File: src/rtl/npv_pkg.sv
// Package: shared constants and bus register map for the nested priority
// vector unit. Assumes a 32-bit data path and a two-bit word address.
package npv_pkg;
    localparam int DATA_W = 32;
    localparam int ADDR_W = 2;

    typedef enum logic [ADDR_W-1:0] {
        REG_BASE = 2'd0,
        REG_VEC  = 2'd1,
        REG_STAT = 2'd2,
        REG_NONE = 2'd3
    } npv_reg_e;
endpackage

File: src/rtl/npv_arbiter.sv
// Module: npv_arbiter
// Picks the most urgent pending source that the in-service levels do not
// block. Priority 0 is the most urgent, and ties go to the lower index.
// Assumes that svc_status is registered elsewhere. The module is purely
// combinational; clk and rst_n feed only its assertions.
module npv_arbiter #(
    parameter int NUM_SRC = 28,
    parameter int NUM_LVL = 8,
    parameter int PRIO_W  = 3,
    parameter int IDX_W   = 5
) (
    input  logic                      clk,
    input  logic                      rst_n,
    input  logic [NUM_SRC-1:0]        src_pend,
    input  logic [NUM_SRC*PRIO_W-1:0] src_prio,
    input  logic                      nest_en,
    input  logic [NUM_LVL-1:0]        svc_status,
    output logic                      win_found,
    output logic [IDX_W-1:0]          win_idx,
    output logic [PRIO_W-1:0]         win_prio
);
    localparam int THR_W = $clog2(NUM_LVL + 1);

    logic [THR_W-1:0]   thr;
    logic [NUM_SRC-1:0] elig;

    // Threshold: the lowest-numbered in-service level, or NUM_LVL when none is set.
    always_comb begin
        thr = THR_W'(NUM_LVL);
        for (int l = NUM_LVL - 1; l >= 0; l--) begin
            if (svc_status[l]) thr = THR_W'(l);
        end
    end

    // Per-source eligibility: pending and, when nesting is on, strictly above the threshold.
    for (genvar i = 0; i < NUM_SRC; i++) begin : g_elig
        logic [PRIO_W-1:0] p;
        assign p = src_prio[i*PRIO_W +: PRIO_W];
        assign elig[i] = src_pend[i] &&
                         (!nest_en || (THR_W'(p) < thr));
    end

    // Winner search: a strict compare keeps the lower index on ties.
    always_comb begin
        win_found = 1'b0;
        win_idx   = '0;
        win_prio  = '0;
        for (int i = 0; i < NUM_SRC; i++) begin
            if (elig[i] && (!win_found ||
                    src_prio[i*PRIO_W +: PRIO_W] < win_prio)) begin
                win_found = 1'b1;
                win_idx   = IDX_W'(i);
                win_prio  = src_prio[i*PRIO_W +: PRIO_W];
            end
        end
    end

    // with nesting on, a winner never sits at or below an in-service level.
    a_r3_winner_unblocked: assert property (@(posedge clk) disable iff (!rst_n)
        (win_found && nest_en) |->
            ((svc_status & ((NUM_LVL'(2) << win_prio) - NUM_LVL'(1))) == '0));

    // without a winner, the index is zero.
    a_r6_idle_index_zero: assert property (@(posedge clk) disable iff (!rst_n)
        !win_found |-> (win_idx == '0));

    // the winner is itself pending.
    a_r1_winner_pending: assert property (@(posedge clk) disable iff (!rst_n)
        win_found |-> src_pend[win_idx]);
endmodule

File: src/rtl/npv_tracker.sv
// Module: npv_tracker
// Holds the in-service level bits. A retire clears the lowest set bit, and
// an acknowledge then sets the bit of the acknowledged level. Both can happen
// on the same edge. Assumes the parent gates ack with nesting enable and a
// valid winner.
module npv_tracker #(
    parameter int NUM_LVL = 8,
    parameter int PRIO_W  = 3
) (
    input  logic               clk,
    input  logic               rst_n,
    input  logic               retire,
    input  logic               ack,
    input  logic [PRIO_W-1:0]  ack_prio,
    output logic [NUM_LVL-1:0] svc_status
);
    logic [NUM_LVL-1:0] low_bit;
    logic [NUM_LVL-1:0] set_bit;
    logic [NUM_LVL-1:0] nxt;

    // Next state: clear first, then set.
    always_comb begin
        low_bit = svc_status & (~svc_status + NUM_LVL'(1));
        set_bit = ack ? (NUM_LVL'(1) << ack_prio) : '0;
        nxt     = (retire ? (svc_status & ~low_bit) : svc_status) | set_bit;
    end

    // Status register with synchronous active-low reset.
    always_ff @(posedge clk) begin
        if (!rst_n) svc_status <= '0;
        else        svc_status <= nxt;
    end

    // reset leaves no level in service.
    a_r8_reset_clear: assert property (@(posedge clk)
        !rst_n |=> (svc_status == '0));

    // a lone retire removes exactly one bit when any bit is set.
    a_r4_one_bit_retired: assert property (@(posedge clk) disable iff (!rst_n)
        (retire && !ack && svc_status != '0) |=>
            ($countones(svc_status) == $countones($past(svc_status)) - 1));

    // an acknowledge marks its level in service.
    a_r2_ack_sets_level: assert property (@(posedge clk) disable iff (!rst_n)
        ack |=> svc_status[$past(ack_prio)]);

    // without an acknowledge, no new bit appears.
    a_r7_no_spurious_set: assert property (@(posedge clk) disable iff (!rst_n)
        !ack |=> ((svc_status & ~$past(svc_status)) == '0));
endmodule

File: src/rtl/npv_regfile.sv
// Module: npv_regfile
// Holds the base register and forms the read data for the base, vector and
// status addresses. Assumes win_idx is already zero when no source wins.
module npv_regfile
    import npv_pkg::*;
#(
    parameter int NUM_LVL = 8,
    parameter int IDX_W   = 5,
    parameter int BASE_W  = 16
) (
    input  logic              clk,
    input  logic              rst_n,
    input  logic              rd_en,
    input  logic [ADDR_W-1:0] rd_addr,
    output logic [DATA_W-1:0] rd_data,
    input  logic              wr_en,
    input  logic [ADDR_W-1:0] wr_addr,
    input  logic [DATA_W-1:0] wr_data,
    input  logic [IDX_W-1:0]  win_idx,
    input  logic [NUM_LVL-1:0] svc_status
);
    localparam int PAD_W = DATA_W - BASE_W - IDX_W - 2;

    logic [BASE_W-1:0] base_q;
    wire unused_wdata = ^wr_data[DATA_W-1:BASE_W];

    // Base register write.
    always_ff @(posedge clk) begin
        if (!rst_n)                               base_q <= '0;
        else if (wr_en && wr_addr == REG_BASE)    base_q <= wr_data[BASE_W-1:0];
    end

    // Read mux: the vector word packs the base above the index field.
    always_comb begin
        case (npv_reg_e'(rd_addr))
            REG_BASE: rd_data = {{(DATA_W-BASE_W){1'b0}}, base_q};
            REG_VEC:  rd_data = {{PAD_W{1'b0}}, base_q, win_idx, 2'b00};
            REG_STAT: rd_data = {{(DATA_W-NUM_LVL){1'b0}}, svc_status};
            default:  rd_data = '0;
        endcase
    end

    // the vector word keeps its zero fields.
    a_r5_vector_zero_fields: assert property (@(posedge clk) disable iff (!rst_n)
        (rd_en && rd_addr == REG_VEC) |->
            (rd_data[1:0] == 2'b00 && rd_data[DATA_W-1:DATA_W-PAD_W] == '0));

    // the status read has zero upper bits.
    a_r8_status_upper_zero: assert property (@(posedge clk) disable iff (!rst_n)
        (rd_en && rd_addr == REG_STAT) |-> (rd_data[DATA_W-1:NUM_LVL] == '0));
endmodule

File: src/rtl/nest_prio_vector_unit.sv
// Module: nest_prio_vector_unit
// Top of the nested interrupt priority vector unit. It combines the winner
// search, the in-service tracker and the register file. A vector read
// acknowledges only when nesting is on and a winner exists. Any write to the
// status address retires a level. Assumes a single clock domain with
// synchronous inputs.
module nest_prio_vector_unit
    import npv_pkg::*;
#(
    parameter int NUM_SRC = 28,
    parameter int NUM_LVL = 8,
    parameter int PRIO_W  = 3,
    parameter int IDX_W   = 5,
    parameter int BASE_W  = 16
) (
    input  logic                      clk,
    input  logic                      rst_n,
    input  logic [NUM_SRC-1:0]        src_pend,
    input  logic [NUM_SRC*PRIO_W-1:0] src_prio,
    input  logic                      nest_en,
    input  logic                      rd_en,
    input  logic [ADDR_W-1:0]         rd_addr,
    output logic [DATA_W-1:0]         rd_data,
    input  logic                      wr_en,
    input  logic [ADDR_W-1:0]         wr_addr,
    input  logic [DATA_W-1:0]         wr_data,
    output logic                      irq_req,
    output logic [NUM_LVL-1:0]        svc_status
);
    logic              win_found;
    logic [IDX_W-1:0]  win_idx;
    logic [PRIO_W-1:0] win_prio;
    logic              ack;
    logic              retire;

    // Strobe decode for acknowledge and retire.
    always_comb begin
        ack     = rd_en && (rd_addr == REG_VEC) && nest_en && win_found;
        retire  = wr_en && (wr_addr == REG_STAT);
        irq_req = win_found;
    end

    npv_arbiter #(
        .NUM_SRC(NUM_SRC), .NUM_LVL(NUM_LVL), .PRIO_W(PRIO_W), .IDX_W(IDX_W)
    ) u_arb (
        .clk(clk), .rst_n(rst_n), .src_pend(src_pend), .src_prio(src_prio),
        .nest_en(nest_en), .svc_status(svc_status),
        .win_found(win_found), .win_idx(win_idx), .win_prio(win_prio)
    );

    npv_tracker #(
        .NUM_LVL(NUM_LVL), .PRIO_W(PRIO_W)
    ) u_trk (
        .clk(clk), .rst_n(rst_n), .retire(retire), .ack(ack),
        .ack_prio(win_prio), .svc_status(svc_status)
    );

    npv_regfile #(
        .NUM_LVL(NUM_LVL), .IDX_W(IDX_W), .BASE_W(BASE_W)
    ) u_reg (
        .clk(clk), .rst_n(rst_n), .rd_en(rd_en), .rd_addr(rd_addr),
        .rd_data(rd_data), .wr_en(wr_en), .wr_addr(wr_addr),
        .wr_data(wr_data), .win_idx(win_idx), .svc_status(svc_status)
    );

    // with nesting off, any pending source raises the request.
    a_r7_no_mask_when_off: assert property (@(posedge clk) disable iff (!rst_n)
        (!nest_en && src_pend != '0) |-> irq_req);

    // a combined retire and acknowledge keeps the acknowledged level set.
    a_r9_set_after_clear: assert property (@(posedge clk) disable iff (!rst_n)
        (ack && retire) |=> svc_status[$past(win_prio)]);
endmodule

File: config.mk
export PLATFORM = sky130hd
export DESIGN_NAME = nest_prio_vector_unit
export DESIGN_NICKNAME = d
export VERILOG_FILES = /design/src/rtl/npv_pkg.sv /design/src/rtl/npv_arbiter.sv /design/src/rtl/npv_tracker.sv /design/src/rtl/npv_regfile.sv /design/src/rtl/nest_prio_vector_unit.sv
export SDC_FILE = /design/constraint.sdc
export NUM_CORES = 1
export LEC_CHECK = 0
export BUFFER_PORTS_ARGS = -buffer_cell sky130_fd_sc_hd__buf_2
export CORE_ASPECT_RATIO = 1.4
export CORE_MARGIN = 8
export CORE_UTILIZATION = 50
export CTS_CLUSTER_DIAMETER = 120
export DETAILED_ROUTE_END_ITERATION = 8
export PLACE_DENSITY = 0.83
export SYNTH_ARGS = -nofsm -noshare
export SYNTH_HDL_FRONTEND = slang
export SYNTH_SLANG_ARGS = --single-unit
File: constraint.sdc
create_clock -name clk -period 39.1 [get_ports clk]
set_clock_uncertainty 0.2 [all_clocks]
set_input_delay 1.955 -clock clk [delete_from_list [all_inputs] [get_ports clk]]
set_output_delay 1.955 -clock clk [all_outputs]
set_load 0.01 [all_outputs]
Yosys cells after proc, flatten, opt, wreduce, memory -nomap -nowiden
Cells that the tools add are included.
{ "classes": {"add_sub_neg": 1, "magnitude_cmp": 55, "n_eq_ne": 3, "n_shift": 1, "n_mux": 94, "n_bitwise": 5, "reduce_logical": 145} }
{ "ops": {"columns": ["operator", "count"], "rows": [
  ["3-bit by 4-bit less-than comparator with 1-bit output", 28],
  ["3-bit two-way mux", 32],
  ["3-bit less-than comparator", 27],
  ["23-bit case mux with 3 select lines", 1],
  ["4-bit two-way mux", 16],
  ["1-bit logical AND", 60],
  ["5-bit two-way mux", 12],
  ["1-bit logical OR", 55],
  ["1-bit two-way mux", 29],
  ["1-bit logical NOT", 28],
  ["8-bit AND", 2],
  ["8-bit two-way mux", 2],
  ["8-bit NOT", 2],
  ["8-bit by 1-bit adder with 8-bit output, second input constant", 1],
  ["8-bit bitwise OR", 1],
  ["1-bit by 3-bit left shift with 8-bit output, first input constant", 1],
  ["2-bit equality test, second input constant", 2],
  ["2-bit logical NOT", 2],
  ["2-bit two-way mux", 2],
  ["2-bit by 1-bit equality test with 1-bit output, second input constant", 1]
]} }
{ "totals": {"regBits": 24, "input_bits": 153, "output_inout_bits": 41} }

Depth between registers and ports, before layout
{ "logic_depth": {"depth_word": 123, "depth_mapped": 207} }

Cells and area by module
A second synthesis with hierarchy kept.
{ "unflattened": {"cells_unflattened": 1059, "hier_area_um2": 7603.5} }
{ "modules_own_cells": {"columns": ["module", "instances", "cells_per_inst", "area_each_um2", "seq_area_each_um2"], "rows": [
  ["npv_arbiter", 1, 893, 6158.4, 0.0],
  ["npv_regfile", 1, 125, 1068.5, 320.3],
  ["npv_tracker", 1, 36, 354.1, 160.2],
  ["nest_prio_vector_unit", 1, 5, 22.5, 0.0]
]} }

Worst setup path after synthesis
OpenSTA, ideal clock, no wires.
{ "synth_path": {"kind": "register to output", "from": "register u_trk.svc_status[4]", "to": "output rd_data[6]", "arrival_ns": 34.824, "setup_slack_ns": 2.121, "path_stages_with_launch": 195, "path_buffers": 5, "path_cell_list": "dfxtp_1 nor3_1 o31ai_1 ha_1 o21ai_0 o21ba_1 o31a_1 nand2_1 ha_1 a21o_1 a21oi_1 a2bb2oi_1 nand2_1 o21a_1 ha_1 a21oi_1 a21boi_0 o31ai_1 (+159 left out) ha_1 a21o_1 a211oi_1 or2_2 o21a_1 clkbuf_1 nor2_1 a21oi_1 ha_1 a21oi_1 nor2b_1 o21ai_0 nor2_1 nor2_1 o21a_1 buf_6 nor3_1 a221oi_1"} }
{ "synth_between": {"elab_chain_cells": 118, "elab_cells_between_ends": 264, "cone_classes": "order compare: 55; mux: 72; reduce/logical: 137"} }
{ "synth_lines": {"columns": ["element", "line", "source"], "rows": [
  ["start: declaration", "npv_tracker.sv:15", "output logic [NUM_LVL-1:0] svc_status"],
  ["start signal: assignment", "npv_tracker.sv:31", "else svc_status <= nxt;"],
  ["4-bit two-way mux * (5 in a row)", "npv_arbiter.sv:31", "if (svc_status[l]) thr = THR_W'(l);"],
  ["3-bit by 4-bit less-than comparator with 1-bit output", "npv_arbiter.sv:40", "(!nest_en || (THR_W'(p) < thr));"],
  ["1-bit logical OR", "npv_arbiter.sv:40", null],
  ["1-bit logical AND", "npv_arbiter.sv:39", "assign elig[i] = src_pend[i] &&"],
  ["3-bit two-way mux or 1-bit two-way mux (tied branches)", "npv_arbiter.sv:49", "if (elig[i] && (!win_found ||"],
  ["3-bit less-than comparator or 1-bit logical NOT (tied branches)", "npv_arbiter.sv:50, npv_arbiter.sv:49", null],
  ["1-bit logical OR", "npv_arbiter.sv:49", null],
  ["1-bit logical AND", "npv_arbiter.sv:49", null],
  ["(+98 left out)", null, null],
  ["1-bit logical OR", "npv_arbiter.sv:49", null],
  ["1-bit logical AND", "npv_arbiter.sv:49", null],
  ["3-bit two-way mux or 1-bit two-way mux (tied branches)", "npv_arbiter.sv:49", null],
  ["3-bit less-than comparator or 1-bit logical NOT (tied branches)", "npv_arbiter.sv:50, npv_arbiter.sv:49", null],
  ["1-bit logical OR", "npv_arbiter.sv:49", null],
  ["1-bit logical AND", "npv_arbiter.sv:49", null],
  ["5-bit two-way mux *", "npv_arbiter.sv:49", null],
  ["23-bit case mux with 3 select lines *", "npv_regfile.sv:35", "case (npv_reg_e'(rd_addr))"],
  ["end: declaration", "nest_prio_vector_unit.sv:23", "output logic [DATA_W-1:0] rd_data,"]
]} }
Every way passes the cells marked *; elsewhere a longest branch is shown, timed or not.

Worst setup path after layout
{ "layout_path": {"from": "input src_prio[1]", "to": "output rd_data[3]"} }
{ "layout_between": {"elab_chain_cells": 113, "elab_cells_between_ends": 192, "cone_classes": "order compare: 28; mux: 81; reduce/logical: 83"} }
{ "layout_lines": {"columns": ["element", "line", "source"], "rows": [
  ["start: declaration", "nest_prio_vector_unit.sv:19", "input logic [NUM_SRC*PRIO_W-1:0] src_prio,"],
  ["3-bit by 4-bit less-than comparator with 1-bit output", "npv_arbiter.sv:40", null],
  ["1-bit logical OR", "npv_arbiter.sv:40", null],
  ["1-bit logical AND", "npv_arbiter.sv:39", null],
  ["3-bit two-way mux or 1-bit two-way mux (tied branches)", "npv_arbiter.sv:49", null],
  ["3-bit less-than comparator or 1-bit logical NOT (tied branches)", "npv_arbiter.sv:50, npv_arbiter.sv:49", null],
  ["1-bit logical OR", "npv_arbiter.sv:49", null],
  ["1-bit logical AND", "npv_arbiter.sv:49", null],
  ["3-bit two-way mux or 1-bit two-way mux (tied branches)", "npv_arbiter.sv:49", null],
  ["(+97 left out)", null, null],
  ["1-bit logical OR", "npv_arbiter.sv:49", null],
  ["1-bit logical AND", "npv_arbiter.sv:49", null],
  ["3-bit two-way mux or 1-bit two-way mux (tied branches)", "npv_arbiter.sv:49", null],
  ["3-bit less-than comparator or 1-bit logical NOT (tied branches)", "npv_arbiter.sv:50, npv_arbiter.sv:49", null],
  ["1-bit logical OR", "npv_arbiter.sv:49", null],
  ["1-bit logical AND", "npv_arbiter.sv:49", null],
  ["5-bit two-way mux *", "npv_arbiter.sv:49", null],
  ["23-bit case mux with 3 select lines *", "npv_regfile.sv:35", null]
]} }
Marked as above.

==> impl_metrics.yaml <==
die:
  start_util_pct: 51.2
  die_w_um: 119
  core-area_mm2: 0.0145
  fp.dieH_um: 160
  io_pins: 194
  dieArea_mm2: 0.0191
  rows: 52
global_routing:
  grt_pass1_wl_um: 40800
  track_usage_pct: 24.7
  antenna_found_initial: 4
  grt_start_max_net_pins: 29
  grt_pass1_vias: 9207
  overflow: 0
sta:
  slew_headroom_pct: 59.6
  setup_viol: 0
  worst_pin_slew_ns: 0.603
  final_hold_viol_count: 0
  min_period_ns: 37.66
  slew_violations: 0
  fin_crit_sh_pct: 96.3
  holdWs_ns: 0.277
  fmax_ghz: 0.0266
drt:
  route.detailed.drc: 0
  drtIter0Drc: 581
  first_pass_iters: 5
  wl_per_cell_um: 18.0
  drt-total-wl_um: 26700
  vias: 9323
  routed_via_density: 6.29
  antenna_left: 0
yosys:
  synth_area_leader_cell: "ha_1"
  synth-xor-area-share_pct: 0
  synthesis.area_mm2: 0.00743
  async_reset_ff_share_pct: 0
  yosys.area_share.simple_pct: 27.0
  yosys-top-cells-count: "119 x nand2_1, 90 x ha_1, 89 x o21ai_0"
  synthFlopType: "dfxtp_1"
  ys_ff_latch: 24
  yosysMostFrequentCell: "nand2_1"
  synth_top_family_by_area: "compound AO/OA/AOI/OAI gates"
  yosysSeqAreaShare_pct: 6.47
  yosys_warnings: 0
  synth.top_cell.area_share_pct: 15.2
  syn-mean-instance-area_um2: 6.95
  synth-edff-count: 0
  ys_top_cells_by_area: "ha_1 15%, dfxtp_1 6.5%, nand2_1 6.0%, o21ai_0 6.0%, a21oi_1 5.8%"
  synth_cells: 1069
  synthMuxAreaShare_pct: 4.19
  synth.distinct_cells: 102
  synthAdderAreaFrac_pct: 16.0
  synth_compound_gate_area_share_pct: 40.7
placement:
  gp_congestion: 0.935
  io_buffers: 168
  hpwl_um: 20500
cells_and_area:
  multiInputGateArea_mm2: 0.00698
  final_nets: 1536
  synthToLayoutAreaGrowth_pct: 27.2
  ff_latch_area_um2: 480
  drive_gt1_share_pct: 29.3
  fill_cells: 1285
clocking:
  cts_htree_levels: 1
  cts_sinks: 24
  numCtsBuffers: 3
  cts_tree: "done"
  clk_pin_slew_ns: 0.06
  holdBufCountCts: 0
  clk-insertion-delay-late_ns: 0.26
  root_buffer: "clkbuf_16"
  clockBufferDepth: 2
worst_setup_path:
  cp_slowest_stage_delay_ns: 0.55
  required_ns: 36.94
  start_kind: "primary input"
  cp_slowest_cell: "or4_4"
  path_class: "primary input to output pin"
  worst_ep_arrival_time_ns: 35.51
  cp_max_fo: 10
  end_kind: "output pin"
  crit_top_cell: "ha_1"
hold_path:
  hold_class: "flop to flop"
status:
  status: "complete, no violations"
run:
  cap_violations: 0
## cells by family after synthesis
family                   count (synthesis)
AND/OR/NAND/NOR                        397
flip-flops                              24
AO/OA/AOI/OAI                          427
adder cells (fa/ha/maj)                 96
buffers and inverters                   94
other                                    1
multiplexers                            30
## critical path: cells and delay by family
kind	cells	cell delay, ns
AO/OA/AOI/OAI	82	14.76
adder cells (fa/ha/maj)	28	7.20
buffers and inverters	22	1.76
multiplexers	10	2.72
AND/OR/NAND/NOR	50	7.08
## cell usage in the layout (no fill, tap or decap), drive strengths merged, types with 12 or more instances in the layout
| cell type | instances |
|---|---|
| a211oi | 20 |
| nand2b | 60 |
| inv | 62 |
| buf | 243 |
| o21a | 13 |
| or2 | 12 |
| nor2b | 15 |
| and2 | 22 |
| o21ai | 110 |
| ha | 90 |
| mux2i | 24 |
| o31ai | 17 |
| a31oi | 15 |
| a21o | 16 |
| a21boi | 23 |
| nor2 | 75 |
| nand2 | 119 |
| dfxtp | 24 |
| nand3 | 19 |
| nor3 | 28 |
| a21oi | 88 |
| o211ai | 19 |
## path summary, 6_finish.rpt
kind	from	endpoint	slack (ns)	cells after the start
worst max-delay path	src_prio[1]	rd_data[3]	1.44	192
worst min-delay path	u_reg.base_q[12]	u_reg.base_q[12]	0.28	2
worst max register to register	u_trk.svc_status[3]	u_trk.svc_status[3]	3.98	194
worst min register to register	u_reg.base_q[12]	u_reg.base_q[12]	0.28	2
## state kept, by name, indices dropped and copies added (netlist names)
register	count
u_trk.svc_status	8
u_reg.base_q	16
## repair_timing
item / in CTS / in global routing
setup endpoints to repair: 5 / 13
resized for setup: 11 / 85
buffers inserted: 0 / 24
pin swaps: 0 / 32
## through the flow
stage / cells / instance area [um2] / setup WS [ns] / TNS [ns] / utilization (%)
after floorplan: 1077 / 7460 / 2.12 / 0 / -
after global placement: 1453 / 8740 / 0.392 / 0 / 60.3
after detailed placement: 1453 / 8740 / -0.433 / -1.72 / 60.3
after CTS: 1457 / 8890 / 0.0540 / 0 / 61.3
after global routing: 1482 / 9440 / -0.583 / -2.55 / 65.1
final: 1483 / 9450 / 1.44 / 0 / 65.1
## area by class of cell
class / count / area share [%]
multi-input combinational: 959 / 73.9
antenna: 2 / 0.0530
clock inverter: 1 / 0.318
sequential: 24 / 5.09
tap: 189 / 2.50
timing repair buffer: 243 / 14.9
inverter: 62 / 2.46
clock buffer: 3 / 0.795
## routing by layer
layer | wire [um] | vias up | global-route usage (%)
met1 | 9950 | 4310 | 24.8
met5 | 25 | - | 0
met2 | 13600 | 386 | 46.4
met3 | 1750 | 133 | 4.69
met4 | 1350 | 4 | 13.0
li1 | - | 4490 | -
Power is not shown: default switching activity piles up to over one toggle a cycle in this logic, so the estimate is an artifact.
